`config.mk`:
```
export PLATFORM = sky130hd
export DESIGN_NAME = uart_irq_regs
export DESIGN_NICKNAME = d
export VERILOG_FILES = /design/src/rtl/uart_irq_regs.sv
export SDC_FILE = /design/constraint.sdc
export NUM_CORES = 1
export LEC_CHECK = 0
export ABC_AREA = 1
export BUFFER_PORTS_ARGS = -buffer_cell sky130_fd_sc_hd__buf_2
export CORE_ASPECT_RATIO = 0.8
export CORE_MARGIN = 5
export CORE_UTILIZATION = 36
export CTS_CLUSTER_DIAMETER = 60
export DETAILED_ROUTE_END_ITERATION = 10
export MAX_ROUTING_LAYER = met4
export PLACE_DENSITY = 0.56
export SYNTH_ARGS = -nofsm -noshare
export SYNTH_HDL_FRONTEND = slang
export SYNTH_SLANG_ARGS = --single-unit
```
`constraint.sdc`:
```
create_clock -name clk -period 1.35 [get_ports clk]
set_input_delay 0.27 -clock clk [delete_from_list [all_inputs] [get_ports clk]]
set_output_delay 0.27 -clock clk [all_outputs]
set_load 0.02 [all_outputs]
```
`src/rtl/uart_irq_regs.sv`:
```
module uart_irq_regs #(
  parameter int DELAY = 450,
  parameter int AW    = 4
) (
  input  logic          clk,
  input  logic          rst_n,
  input  logic          bus_sel,
  input  logic          bus_we,
  input  logic [AW-1:0] bus_addr,
  input  logic [7:0]    bus_wdata,
  output logic [7:0]    bus_rdata,
  output logic          bus_err,
  input  logic          rx_valid,
  input  logic [7:0]    rx_data,
  output logic          rx_ready,
  output logic          tx_valid,
  output logic [7:0]    tx_data,
  output logic          irq
);
  localparam int CW = $clog2(DELAY + 1);
  localparam logic [CW-1:0] FULL = CW'(DELAY);
  localparam logic [CW-1:0] ONE  = CW'(1);
  localparam logic [2:0] OFS_DATA = 3'd0, OFS_IEN = 3'd1, OFS_IID = 3'd2, OFS_LCTL = 3'd3;
  localparam logic [2:0] OFS_MCTL = 3'd4, OFS_LSTS = 3'd5, OFS_MSTS = 3'd6, OFS_SCR = 3'd7;
  localparam logic [7:0] LOOP_MATCH = 8'h1A;
  localparam logic [7:0] LOOP_STORE = 8'h9A;

  logic [7:0]    ier, lcr, mcr;
  logic          pend_rx, pend_tx;
  logic [CW-1:0] tmr_rx, tmr_tx;
  logic          rx_seen, rd_q;

  wire       in_map = (bus_addr[AW-1:3] == '0);
  wire [2:0] off    = bus_addr[2:0];
  wire       dlab   = lcr[7];
  wire       rd     = bus_sel & ~bus_we & in_map;
  wire       wr     = bus_sel &  bus_we & in_map;

  wire data_rd = rd & (off == OFS_DATA) & ~dlab;
  wire data_wr = wr & (off == OFS_DATA) & ~dlab;
  wire ier_wr  = wr & (off == OFS_IEN)  & ~dlab;
  wire iid_rd  = rd & (off == OFS_IID);
  wire lcr_wr  = wr & (off == OFS_LCTL);
  wire mcr_wr  = wr & (off == OFS_MCTL);

  wire exp_rx  = (tmr_rx == ONE);
  wire exp_tx  = (tmr_tx == ONE);
  wire arrive  = rx_valid & ~rx_seen & ier[0] & (tmr_rx == '0);
  wire post_rx = (exp_rx & ier[0]) | arrive;
  wire post_tx = exp_tx & ier[1];

  assign bus_err  = bus_sel & ~in_map;
  assign rx_ready = data_rd & rx_valid;
  assign tx_valid = data_wr;
  assign tx_data  = bus_wdata;

  always_comb begin
    bus_rdata = 8'h00;
    if (rd) begin
      case (off)
        OFS_DATA: bus_rdata = (!dlab && rx_valid) ? rx_data : 8'h00;
        OFS_IEN:  bus_rdata = dlab ? 8'h00 : ier;
        OFS_IID:  bus_rdata = pend_rx ? 8'h04 : (pend_tx ? 8'h02 : 8'h01);
        OFS_LCTL: bus_rdata = lcr;
        OFS_MCTL: bus_rdata = mcr;
        OFS_LSTS: bus_rdata = {1'b0, 2'b11, 4'b0000, rx_valid};
        OFS_MSTS: bus_rdata = 8'h00;
        OFS_SCR:  bus_rdata = 8'h00;
        default:  bus_rdata = 8'h00;
      endcase
    end
  end

  always_ff @(posedge clk or negedge rst_n) begin
    if (!rst_n) begin
      ier     <= '0;
      lcr     <= '0;
      mcr     <= '0;
      pend_rx <= 1'b0;
      pend_tx <= 1'b0;
      tmr_rx  <= '0;
      tmr_tx  <= '0;
      rx_seen <= 1'b0;
      rd_q    <= 1'b0;
      irq     <= 1'b0;
    end else begin
      rx_seen <= rx_valid;
      rd_q    <= data_rd;
      if (tmr_rx != '0) tmr_rx <= tmr_rx - ONE;
      if (tmr_tx != '0) tmr_tx <= tmr_tx - ONE;

      if (post_rx) begin
        pend_rx <= 1'b1;
        irq     <= 1'b1;
      end
      if (post_tx) begin
        pend_tx <= 1'b1;
        irq     <= 1'b1;
      end
      if (rd_q && rx_valid && ier[0]) tmr_rx <= FULL;

      if (data_rd) begin
        pend_rx <= 1'b0;
        irq     <= 1'b0;
      end
      if (data_wr) begin
        pend_tx <= 1'b0;
        irq     <= 1'b0;
        if (ier[1]) tmr_tx <= FULL;
      end
      if (ier_wr) begin
        ier <= bus_wdata;
        if (bus_wdata[1]) tmr_tx <= FULL;
        else begin
          tmr_tx  <= '0;
          pend_tx <= 1'b0;
          if (pend_tx || post_tx) irq <= 1'b0;
        end
        if (bus_wdata[0] && rx_valid) tmr_rx <= FULL;
        else begin
          tmr_rx  <= '0;
          pend_rx <= 1'b0;
          if (pend_rx || post_rx) irq <= 1'b0;
        end
      end
      if (iid_rd) pend_tx <= 1'b0;
      if (lcr_wr) lcr <= bus_wdata;
      if (mcr_wr && bus_wdata == LOOP_MATCH) mcr <= LOOP_STORE;
    end
  end
endmodule

```
==> summary.md, run 1 <==
| Metric | Value |
|---|---|
| CTS root buf | clkbuf_8 |
| Violated checks | setup timing |
| # rows | 26 |
| EDFF count, synth | 0 |
| GRT Total Usage | 0.170 |
| Fmax achieved | 550 MHz |
| Worst Setup End Kind | output port |
| Post-Route Skew | 0.00792 ns |
| Final slew viol count | 0 |
| Cell type with the largest total area after synthesis | dfrtp_1 |
| Wire length on met1 | 3.56 mm |
| Clock insertion delay at the later pin of the skew report | 0.30 ns |
| Post-DRT Antenna Nets | 0 |
| Synth warn | 0 |
| Largest stage delay, worst path | 0.45 ns |
| Unrepaired setup endpoints after global routing | yes |
| Vias in the first global route | 2302 |
| Static Leakage | 1.83 nW |
| Critical path type | reg -> out |
| P per Cell Area | 1330 mW/mm^2 |
| # setup viols final | 33 |
| Avg Cell Area, Syn | 7.51 sq um |
| Layout cells sized above 1 | 0.451 |
| Sink Count | 40 |
| Post-synthesis cell count | 323 |
| Clock transition at the registers of the reported paths | 0.08 ns |
| Full die area | 0.00850 sq mm |
| IO Pins | 45 |
| Gpl congestion | 0.929 |
| CP required | 1.08 ns |
| Area Growth Syn to Fin | 50.3% |
| Max Cap Violations | 0 |
| DR top layer | met4 |
| Worst Setup Start Kind | register |
| Initial antenna violation count | 0 |
| Slew margin rel. | 0.790 |
| Drt first pass iters | 4 |
| H-tree depth | 2 |
| FF+latch count, synth | 40 |
| Total gr overflow | 0 |
| Final worst-path cycle share | 1.35 |
| Status | complete, but fails checks |
| WL/cell | 13.5 um |
| Final instance area | 0.00365 sq mm |
| Largest net degree at the start of global routing | 41 |
| Crit path max fanout | 3 |
| Critical Path AT | 1.55 ns |
| DRT iter0 DRCs | 110 |
| Worst vdd ir | 1.05 mV |
| DR WL met2 | 2.97 mm |
| Drt drc | 0 |
| Netlist Area Pre-Place | 0.00243 sq mm |
| CTS Buf Count | 5 |
| Vias/cell | 4.79 |
| Dpl hpwl | 5.14 mm |
| Die W | 102 um |
| Footprint of the multi-input gates | 0.00146 sq mm |
| Worst Reg2Reg Path Length in Cells | 9 |
| Synth cell count leaders | 67 x nand2_1, 45 x inv_1, 40 x dfrtp_1 |
| Final min period | 1.82 ns |
| Hold WS | 0.244 ns |
| TritonCTS clock tree | built |
| Met3 WL | 341 um |
| Top_reg_cell synth | dfrtp_1 |
| Post-synth ARST share | 1.00 |
| Fillers | 586 |
| Worst setup margin | -0.467 ns |
| Slew @ Worst Pin | 0.313 ns |
| DR vias | 2441 |
| Synth top area cells | dfrtp_1 41%, nand2_1 10%, inv_1 7.0% |
| Power, Total | 4.85 mW |
| Syn Nets | 354 |
| First-pass GRT wire length | 11.3 mm |
| Most instantiated library cell after synthesis | nand2_1 |
| Top cell type's share of synthesized area | 0.412 |
| Starting Density | 0.375 |
| CP cell instances | inv_2, nand2_4, inv_4, a21oi_2, or2_1, a31oi_4, buf_6 |
| Slowest stage cell, crit path | dfrtp_2 |
| Hold path cells | 3 |
| Worst slack, placed | -0.223 ns |
| Ant diodes | 0 |
| Core area | 0.00647 sq mm |
| Fin. Hold Viols | 0 |
| Library cells used by synthesis | 33 |
| Clk buf depth | 2 |
| Nets | 456 |
| Placed Area | 0.00316 sq mm |
| Die height | 83.4 um |
| Register area | 0.00100 sq mm |
| Port Buffer Count | 44 |
| Drt total wl | 6.90 mm |
| Sequential cell area fraction in the yosys report | 0.412 |
| Worst hold path type | in -> reg |
| Setup_tns | -8.60 ns |
[layout make-up]
type / count / area share
multi-input cells: 221 / 0.401
flip-flops and latches: 40 / 0.275
repair buffers: 104 / 0.215
inverters: 53 / 0.0566
well taps: 84 / 0.0288
clock buffers: 5 / 0.0189
clock inverters: 3 / 0.00515
[critical path, delay by kind of cell (launching register included)]
kind | cells | cell delay (ns)
AO/OA/AOI/OAI | 2 | 0.19
buffers and inverters | 3 | 0.29
flip-flops | 1 | 0.45
AND/OR/NAND/NOR | 2 | 0.32
[what timing repair did]
item,in CTS,in global routing
endpoints found under the hold margin,40,0
endpoints found under the setup margin,28,38
gates cloned,1,0
buffers inserted,7,6
pin swaps,12,16
hold buffers,1,0
gates resized for setup,42,43
[worst paths after layout]
kind / end / slack, ns / start
worst max register to register: tmr_tx[4] / -0.26 / lcr[7]
worst min-delay path: ier[3] / 0.24 / bus_wdata[3]
worst max-delay path: bus_rdata[1] / -0.47 / lcr[7]
min in group asynchronous: tmr_tx[3] / 0.47 / rst_n
worst min register to register: lcr[0] / 0.52 / lcr[0]
max in group asynchronous: lcr[7] / 0.67 / rst_n
[cell usage in the layout, fill, tap and decap left out, types with 3 or more instances in the layout]
master    netlist  layout
nor2_1         28      22
a21oi_2         3      14
nand3_1        24      21
o21ai_1        15      15
a21oi_1        23      10
clkbuf_8        0       5
o21ai_0         7       4
nor2_4          4       8
buf_6           0      16
buf_4           8      51
ha_1            6       5
dfrtp_1        40      39
xor2_1          6       6
nand3_2         2       3
inv_2           8      13
nor3_2          2       5
o21ai_2         1       3
nand4_1         4       4
inv_1          45      37
buf_2           1      34
nand2_2         4       7
nor2_2          4       6
a31oi_4         0       3
nand2_4         0       5
inv_4           0       3
nand2_1        67      60
[metal layers]
metal,track usage,up-vias
li1,-,1243
met1,0.266,1142
met2,0.223,52
met3,0.0343,4
met4,0.0350,0
met5,-,-
[sequential cells by signal (all words and copies together), names as in the netlist]
register,count
ier,8
pend_tx,1
irq,1
rd_q,1
lcr,8
rx_seen,1
tmr_tx,9
mcr,1
tmr_rx,9
pend_rx,1
[metrics by stage]
stage | instances | util
5_1_grt | 510 | 0.563
3_5_place_dp | 489 | 0.488
3_3_place_gp | 489 | 0.488
4_1_cts | 506 | 0.533
2_1_floorplan | 323 | -
6_report | 510 | 0.563
[cell families (layout without fill, tap and decap cells)]
kind of cell	after synthesis	after routing	share of synthesized area
AOI/OAI and AO/OA	57	57	0.131
xor gates and xnor gates	6	6	0.0216
adders and majority gates	6	6	0.0309
buffers and inverters	63	165	0.110
DFF	40	40	0.412
muxes	2	2	0.00928
and+or+nand+nor	149	150	0.285
[power by group]
part / switching, mW / internal, mW
combinational: 1.20 / 1.02
sequential: 0.272 / 1.56
clock: 0.437 / 0.360
total: 1.91 / 2.94
Note: power is estimated with default switching activity, not from simulation.
==> inputs of run 2 (changes only) <==
- ABC_AREA: 1 -> unset
==> run 2 against run 1 <==
The flow still finishes with violations (setup timing). Sequential power is essentially flat. Combinational power grew 36%. Final area grew 13%. Clock power grew 25%. Critical endpoint is now bus_rdata[4].
==> summary.md, run 2 <==
| Metric | Value |
|---|---|
| Clk buf depth | 2 (unchanged) |
| Netlist Area Pre-Place | 0.00242 sq mm (-0.36%) |
| Fin. Hold Viols | 0 (unchanged) |
| Setup_tns | -10.88 ns (-2.28 ns) |
| P per Cell Area | 1420 mW/mm^2 (+6.9%) |
| Synth warn | 0 (unchanged) |
| Fmax achieved | 512 MHz (-7.0%) |
| H-tree depth | 2 (unchanged) |
| Library cells used by synthesis | 57 (+73%) |
| Die height | 83.3 um (-0.16%) |
| CTS root buf | clkbuf_8 |
| Final Util | 0.638 (+0.0748) |
| Commonest non-fill, non-tap cell in the layout | buf_4 |
| Synth cell count leaders | 40 x dfrtp_1, 32 x nand2_1, 21 x a21oi_1, 21 x nor2_1 |
| Top cell type's share of synthesized area | 0.414 (+0.00149) |
| Vias in the first global route | 2490 (+8.2%) |
| Crit path max fanout | 5 (+2) |
| Worst setup margin | -0.603 ns (-0.136 ns) |
| Syn Nets | 296 (-16%) |
| Largest net degree at the start of global routing | 41 (unchanged) |
| Sink Count | 40 (unchanged) |
| Sequential cell area fraction in the yosys report | 0.414 (+0.00149) |
| FF+latch count, synth | 40 (unchanged) |
| TritonCTS clock tree | built |
| Worst slack, placed | -0.418 ns (-0.194 ns) |
| Starting Density | 0.374 (-0.00135) |
| Final slew viol count | 0 (unchanged) |
| Post-synth ARST share | 1.00 (unchanged) |
| Fillers | 493 (-16%) |
| Synth top area cells | dfrtp_1 41%, nand2_1 5.0%, a21oi_1 4.3% |
| Ant diodes | 0 (unchanged) |
| Dpl hpwl | 5.34 mm (+4.0%) |
| Status | complete, but fails checks |
| Regs by FF count | tmr_rx: 9 flops, tmr_tx: 9 flops |
| Die W | 102 um (-0.16%) |
| Final min period | 1.95 ns (+0.136 ns) |
| Footprint of the multi-input gates | 0.00183 sq mm (+25%) |
| Initial antenna violation count | 0 (unchanged) |
| Port Buffer Count | 44 (unchanged) |
| Non-Filler Instances | 470 (-7.8%) |
| Most instantiated library cell after synthesis | dfrtp_1 |
| Critical Path AT | 1.68 ns (+0.13 ns) |
| GRT Total Usage | 0.183 (+0.0127) |
| Static Leakage | 1.79 nW (-1.9%) |
| Avg Cell Area, Syn | 9.13 sq um (+21%) |
| DR vias | 2477 (+1.5%) |
| Drt drc | 0 (unchanged) |
| Nets | 416 (-8.8%) |
| Clock insertion delay at the later pin of the skew report | 0.31 ns (about the same) |
| Worst Setup Start Kind | register |
| First-pass GRT wire length | 12.1 mm (+7.5%) |
| Top_reg_cell synth | dfrtp_1 |
| Worst vdd ir | 0.639 mV (-39%) |
| Max Cap Violations | 0 (unchanged) |
| DRT iter0 DRCs | 113 (+2.7%) |
| CTS Buf Count | 5 (unchanged) |
| EDFF count, synth | 0 (unchanged) |
| Cell type with the largest total area after synthesis | dfrtp_1 |
| Slew margin rel. | 0.613 (-0.176) |
| Full die area | 0.00847 sq mm (-0.32%) |
| Final worst-path cycle share | 1.45 (+0.101) |
| Gpl congestion | 0.838 (-9.8%) |
| Post-Route Skew | 0.0179 ns (+0.00994 ns) |
| Worst Setup End Kind | output port |
| Worst hold path type | in -> reg |
| Vias/cell | 5.27 (+10%) |
| # rows | 26 (unchanged) |
| Core area | 0.00647 sq mm (unchanged) |
| Drt first pass iters | 4 (unchanged) |
| Critical path type | reg -> out |
| Clock transition at the registers of the reported paths | 0.08 ns (about the same) |
| Violated checks | setup timing |
| Area Growth Syn to Fin | 70.8% |
| Layout cells sized above 1 | 0.627 (+0.176) |
| Total gr overflow | 0 (unchanged) |
| Slew @ Worst Pin | 0.574 ns (+0.261 ns) |
| Drt total wl | 7.86 mm (+14%) |
| Post-synthesis cell count | 265 (-18%) |
| IO Pins | 45 (unchanged) |
| Unrepaired setup endpoints after global routing | yes |
| # setup viols final | 39 (+18%) |
| Post-DRT Antenna Nets | 0 (unchanged) |
| Most frequent cells in the layout | 69 x buf_4, 38 x dfrtp_1, 32 x buf_2 |
| CP required | 1.08 ns (about the same) |
| WL/cell | 16.7 um (+23%) |
| Register area | 0.00100 sq mm (+0.12%) |
| Placed cell count | 449 (-8.2%) |
run 2: cell count changes after synthesis, moves of 5 or more:
cell / delta
clkbuf_1: +6
inv_1: -36
inv_2: -8
mux2_2: +9
nand2_1: -35
nand2b_1: +6
nand3_1: -18
nor2_1: -7
nor2b_1: +5
o21ai_1: -14
or3_1: +5
xnor2_1: +5
xor2_1: -6
run 2: power by group:
part           internal (mW)  switching (mW)
sequential              1.54           0.312
clock                  0.550           0.450
combinational           1.63            1.39
run 2: metrics by stage:
| step | hold slack, ns | total power, mW | area (sq um) |
|---|---|---|---|
| final | 0.237 | 5.87 | 4130 |
| after global routing | 0.241 | 6.25 | 4130 |
| after CTS | 0.220 | 5.21 | 3660 |
| after detailed placement | 0.262 | 4.05 | 3370 |
| after global placement | 0.258 | 3.99 | 3370 |
| after floorplan | -0.0256 | 3.02 | 2590 |
run 2: logic make-up after synthesis:
| group | Yosys count | synth area share |
|---|---|---|
| and+or+nand+nor | 113 | 0.261 |
| AOI/OAI and AO/OA | 64 | 0.172 |
| DFF | 40 | 0.414 |
| buffers and inverters | 26 | 0.0538 |
| muxes | 11 | 0.0502 |
| adders and majority gates | 6 | 0.0310 |
| xor gates and xnor gates | 5 | 0.0181 |
run 2: layer usage:
metal  vias to the layer above  part of all wire  wire (um)  global-route usage
met5                         -                 0          0                   -
met4                         0             0.013        106              0.0447
met2                        51              0.51       3990               0.287
met1                      1214              0.45       3510               0.247
met3                         9             0.031        245              0.0276
li1                       1203                 -          -                   -
run 2: repair_timing:
| item | CTS | global route |
|---|---|---|
| pin swaps | 10 | 44 |
| gates cloned | 0 | 1 |
| hold buffers | 1 | 0 |
| setup buffers | 5 | 7 |
| resized for setup | 31 | 98 |
| endpoints found under the setup margin | 40 | 42 |
| endpoints found under the hold margin | 40 | 0 |
run 2: final timing paths:
path	start	endpoint	slack (ns)	depth (start not counted)
max	lcr[7]	bus_rdata[4]	-0.60	5
min	bus_wdata[6]	ier[6]	0.24	3
max reg2reg	tmr_rx[1]	tmr_rx[8]	-0.43	6
min reg2reg	ier[6]	ier[6]	0.50	2
max in group asynchronous	rst_n	lcr[7]	0.64	3
min in group asynchronous	rst_n	ier[1]	0.47	3
run 2: critical path, stage by stage, from the launching register on:
cell and delay [ns]:
dfrtp_2 0.46, nor4b_4 0.28, buf_4 0.20, a22oi_2 0.09, a211oi_2 0.20, buf_4 0.17
run 2: final cells by class:
cell class              instances  share of cell area
well taps                      84              0.0254
inverters                       9             0.00818
clock buffers                   6              0.0176
multi-input cells             199               0.443
repair buffers                130               0.254
clock inverters                 2             0.00848
flip-flops and latches         40               0.243
==> inputs of run 3 (changes only) <==
- CORE_ASPECT_RATIO: 0.8 -> unset
- CTS_BUF_LIST: unset -> sky130_fd_sc_hd__clkbuf_8 sky130_fd_sc_hd__clkbuf_16
==> run 3 against run 2 <==
The flow still finishes with violations (setup timing). Flip-flop and latch count is the same. Power shrank 3.2%. Core utilization shrank 0.14 points. Worst hold slack lost 0.020 ns. Sequential power is essentially flat. Clock power shrank 12%. Cell count shrank 1.9%.
==> summary.md, run 3 (same netlist as run 2, synthesis figures left out) <==
| Metric | Value |
|---|---|
| Status | complete, but fails checks |
| Violated checks | setup timing |
| Worst setup margin | -0.613 ns (-0.0105 ns) |
| Gpl congestion | 0.945 (+13%) |
| Area Growth Syn to Fin | 70.0% |
| Nets | 414 (-0.48%) |
| CP delay by family, top | flip-flops |
| H-tree depth | 2 (unchanged) |
| Clock insertion delay at the later pin of the skew report | 0.31 ns (about the same) |
| TritonCTS clock tree | built |
| Power, Total | 5.68 mW (-3.2%) |
| Clock transition at the registers of the reported paths | 0.08 ns (about the same) |
| P per Cell Area | 1380 mW/mm^2 (-2.8%) |
| Die height | 92.0 um (+10%) |
| Worst vdd ir | 0.612 mV (-4.3%) |
| Initial antenna violation count | 0 (unchanged) |
| IO Pins | 45 (unchanged) |
| Hold WS | 0.217 ns (-0.0199 ns) |
| Bufs and invs on worst path | 2 (unchanged) |
| Final instance area | 0.00411 sq mm (-0.45%) |
| Post-Route Skew | 0.00901 ns (-0.00885 ns) |
| Full die area | 0.00846 sq mm (-0.12%) |
| Regs by FF count | tmr_rx: 9 flops, tmr_tx: 9 flops |
| Fmax achieved | 509 MHz (-0.53%) |
| GRT Total Usage | 0.178 (-0.00419) |
| Worst Setup Start Kind | register |
| DRT iter0 DRCs | 82 (-27%) |
| CTS root buf | clkbuf_8 |
| Placed Area | 0.00336 sq mm (-0.33%) |
| Final worst-path cycle share | 1.45 (+0.00775) |
| Fillers | 516 (+4.7%) |
| WL/cell | 16.5 um (-1.3%) |
| Static Leakage | 1.79 nW (-0.23%) |
| Slowest stage cell, crit path | dfrtp_2 |
| Final slew viol count | 0 (unchanged) |
| Port Buffer Count | 44 (unchanged) |
| Slew margin rel. | 0.625 (+0.0119) |
| Vias in the first global route | 2475 (-0.60%) |
| Worst hold path type | in -> reg |
| Core area | 0.00646 sq mm (-0.23%) |
| Ant diodes | 0 (unchanged) |
| Final min period | 1.96 ns (+0.0105 ns) |
| Clk buf depth | 2 (unchanged) |
| Critical path type | reg -> out |
| Largest stage delay, worst path | 0.45 ns (about the same) |
| # rows | 29 (+12%) |
| Vias/cell | 5.36 (+1.7%) |
| Commonest non-fill, non-tap cell in the layout | buf_4 |
| Die W | 92.0 um (-9.5%) |
| Drt first pass iters | 6 (+2) |
| First-pass GRT wire length | 11.8 mm (-2.9%) |
| Fin. Hold Viols | 0 (unchanged) |
| Drt drc | 0 (unchanged) |
| Unrepaired setup endpoints after global routing | yes |
| Drt total wl | 7.60 mm (-3.2%) |
| Worst Setup End Kind | output port |
| Total gr overflow | 0 (unchanged) |
| Max Cap Violations | 0 (unchanged) |
| CP cell instances | buf_6, nor2b_4, a21oi_4, a2111oi_4, buf_4 |
| Slew @ Worst Pin | 0.556 ns (-0.0176 ns) |
| Critical Path AT | 1.69 ns (about the same) |
| Crit path max fanout | 3 (-2) |
| Dpl hpwl | 5.35 mm (+0.18%) |
| CTS Buf Count | 5 (unchanged) |
| Largest net degree at the start of global routing | 41 (unchanged) |
| Sink Count | 40 (unchanged) |
| DR vias | 2472 (-0.20%) |
| Post-DRT Antenna Nets | 0 (unchanged) |
| # setup viols final | 39 (unchanged) |
| CP required | 1.08 ns (about the same) |
| Starting Density | 0.374 (+0.000869) |
| Most frequent cells in the layout | 68 x buf_4, 39 x dfrtp_1, 31 x buf_2 |
| Layout cells sized above 1 | 0.599 (-0.0280) |
run 3: changes by cell type in the layout (fill, tap and decap cells not counted), moves of 2 or more:
cell | before | now
nand2_1 | 13 | 20
nand2_2 | 17 | 10
nor2_2 | 10 | 5
buf_6 | 20 | 24
nor2_4 | 3 | 7
a22oi_1 | 0 | 3
a22oi_2 | 3 | 0
buf_8 | 3 | 0
o21ai_1 | 0 | 3
a21oi_2 | 9 | 7
clkinvlp_4 | 0 | 2
mux2_2 | 4 | 2
mux2_4 | 5 | 7
o21ai_0 | 8 | 6
run 3: worst paths after layout:
path,startpoint,slack [ns],to,cells after the start
max,lcr[7],-0.61,bus_rdata[1],5
min,bus_wdata[4],0.22,ier[4],3
max reg2reg,tmr_tx[3],-0.41,tmr_tx[8],4
min reg2reg,ier[3],0.50,ier[3],2
max in group asynchronous,rst_n,0.66,lcr[7],3
min in group asynchronous,rst_n,0.45,tmr_rx[3],3
run 3: tightest hold or removal path: stages:
cell and delay, ns:
buf_2 0.12, nand2_2 0.05, nand2_1 0.05
run 3: area by class of cell:
class | count | area, sq um | share of cell area
sequential | 40 | 1000 | 0.244
timing repair buffer | 128 | 1030 | 0.251
tap | 77 | 96.3 | 0.0234
multi-input combinational | 199 | 1850 | 0.450
clock inverter | 2 | 15.0 | 0.00365
inverter | 9 | 33.8 | 0.00821
clock buffer | 6 | 82.6 | 0.0201
run 3: metal layers:
layer,share of wire,up-vias,global-route usage
li1,-,1194,-
met1,0.43,1199,0.211
met2,0.51,64,0.305
met3,0.037,15,0.0303
met4,0.023,0,0.0656
met5,0,-,-
run 3: stage by stage:
stage / setup WS [ns] / utilization / setup TNS (ns) / cells
after detailed placement: -0.363 / 0.520 / -12.05 / 440
after floorplan: -0.349 / - / -4.79 / 265
after CTS: -0.612 / 0.569 / -11.68 / 452
after global routing: -0.657 / 0.637 / -13.09 / 461
after global placement: -0.363 / 0.520 / -11.22 / 440
final: -0.613 / 0.637 / -10.42 / 461
run 3: where the power goes:
part / switching, mW / total [mW] / internal [mW]
registers: 0.286 / 1.83 / 1.54
logic: 1.37 / 2.97 / 1.60
clock network: 0.470 / 0.884 / 0.414
run 3: what timing repair did:
action | 4_1_cts | 5_1_grt
buffers inserted | 4 | 11
hold endpoints to repair | 40 | 0
gates resized for setup | 46 | 80
pin swaps | 18 | 40
hold buffers | 1 | 0
setup endpoints to repair | 39 | 46
gates cloned | 0 | 1
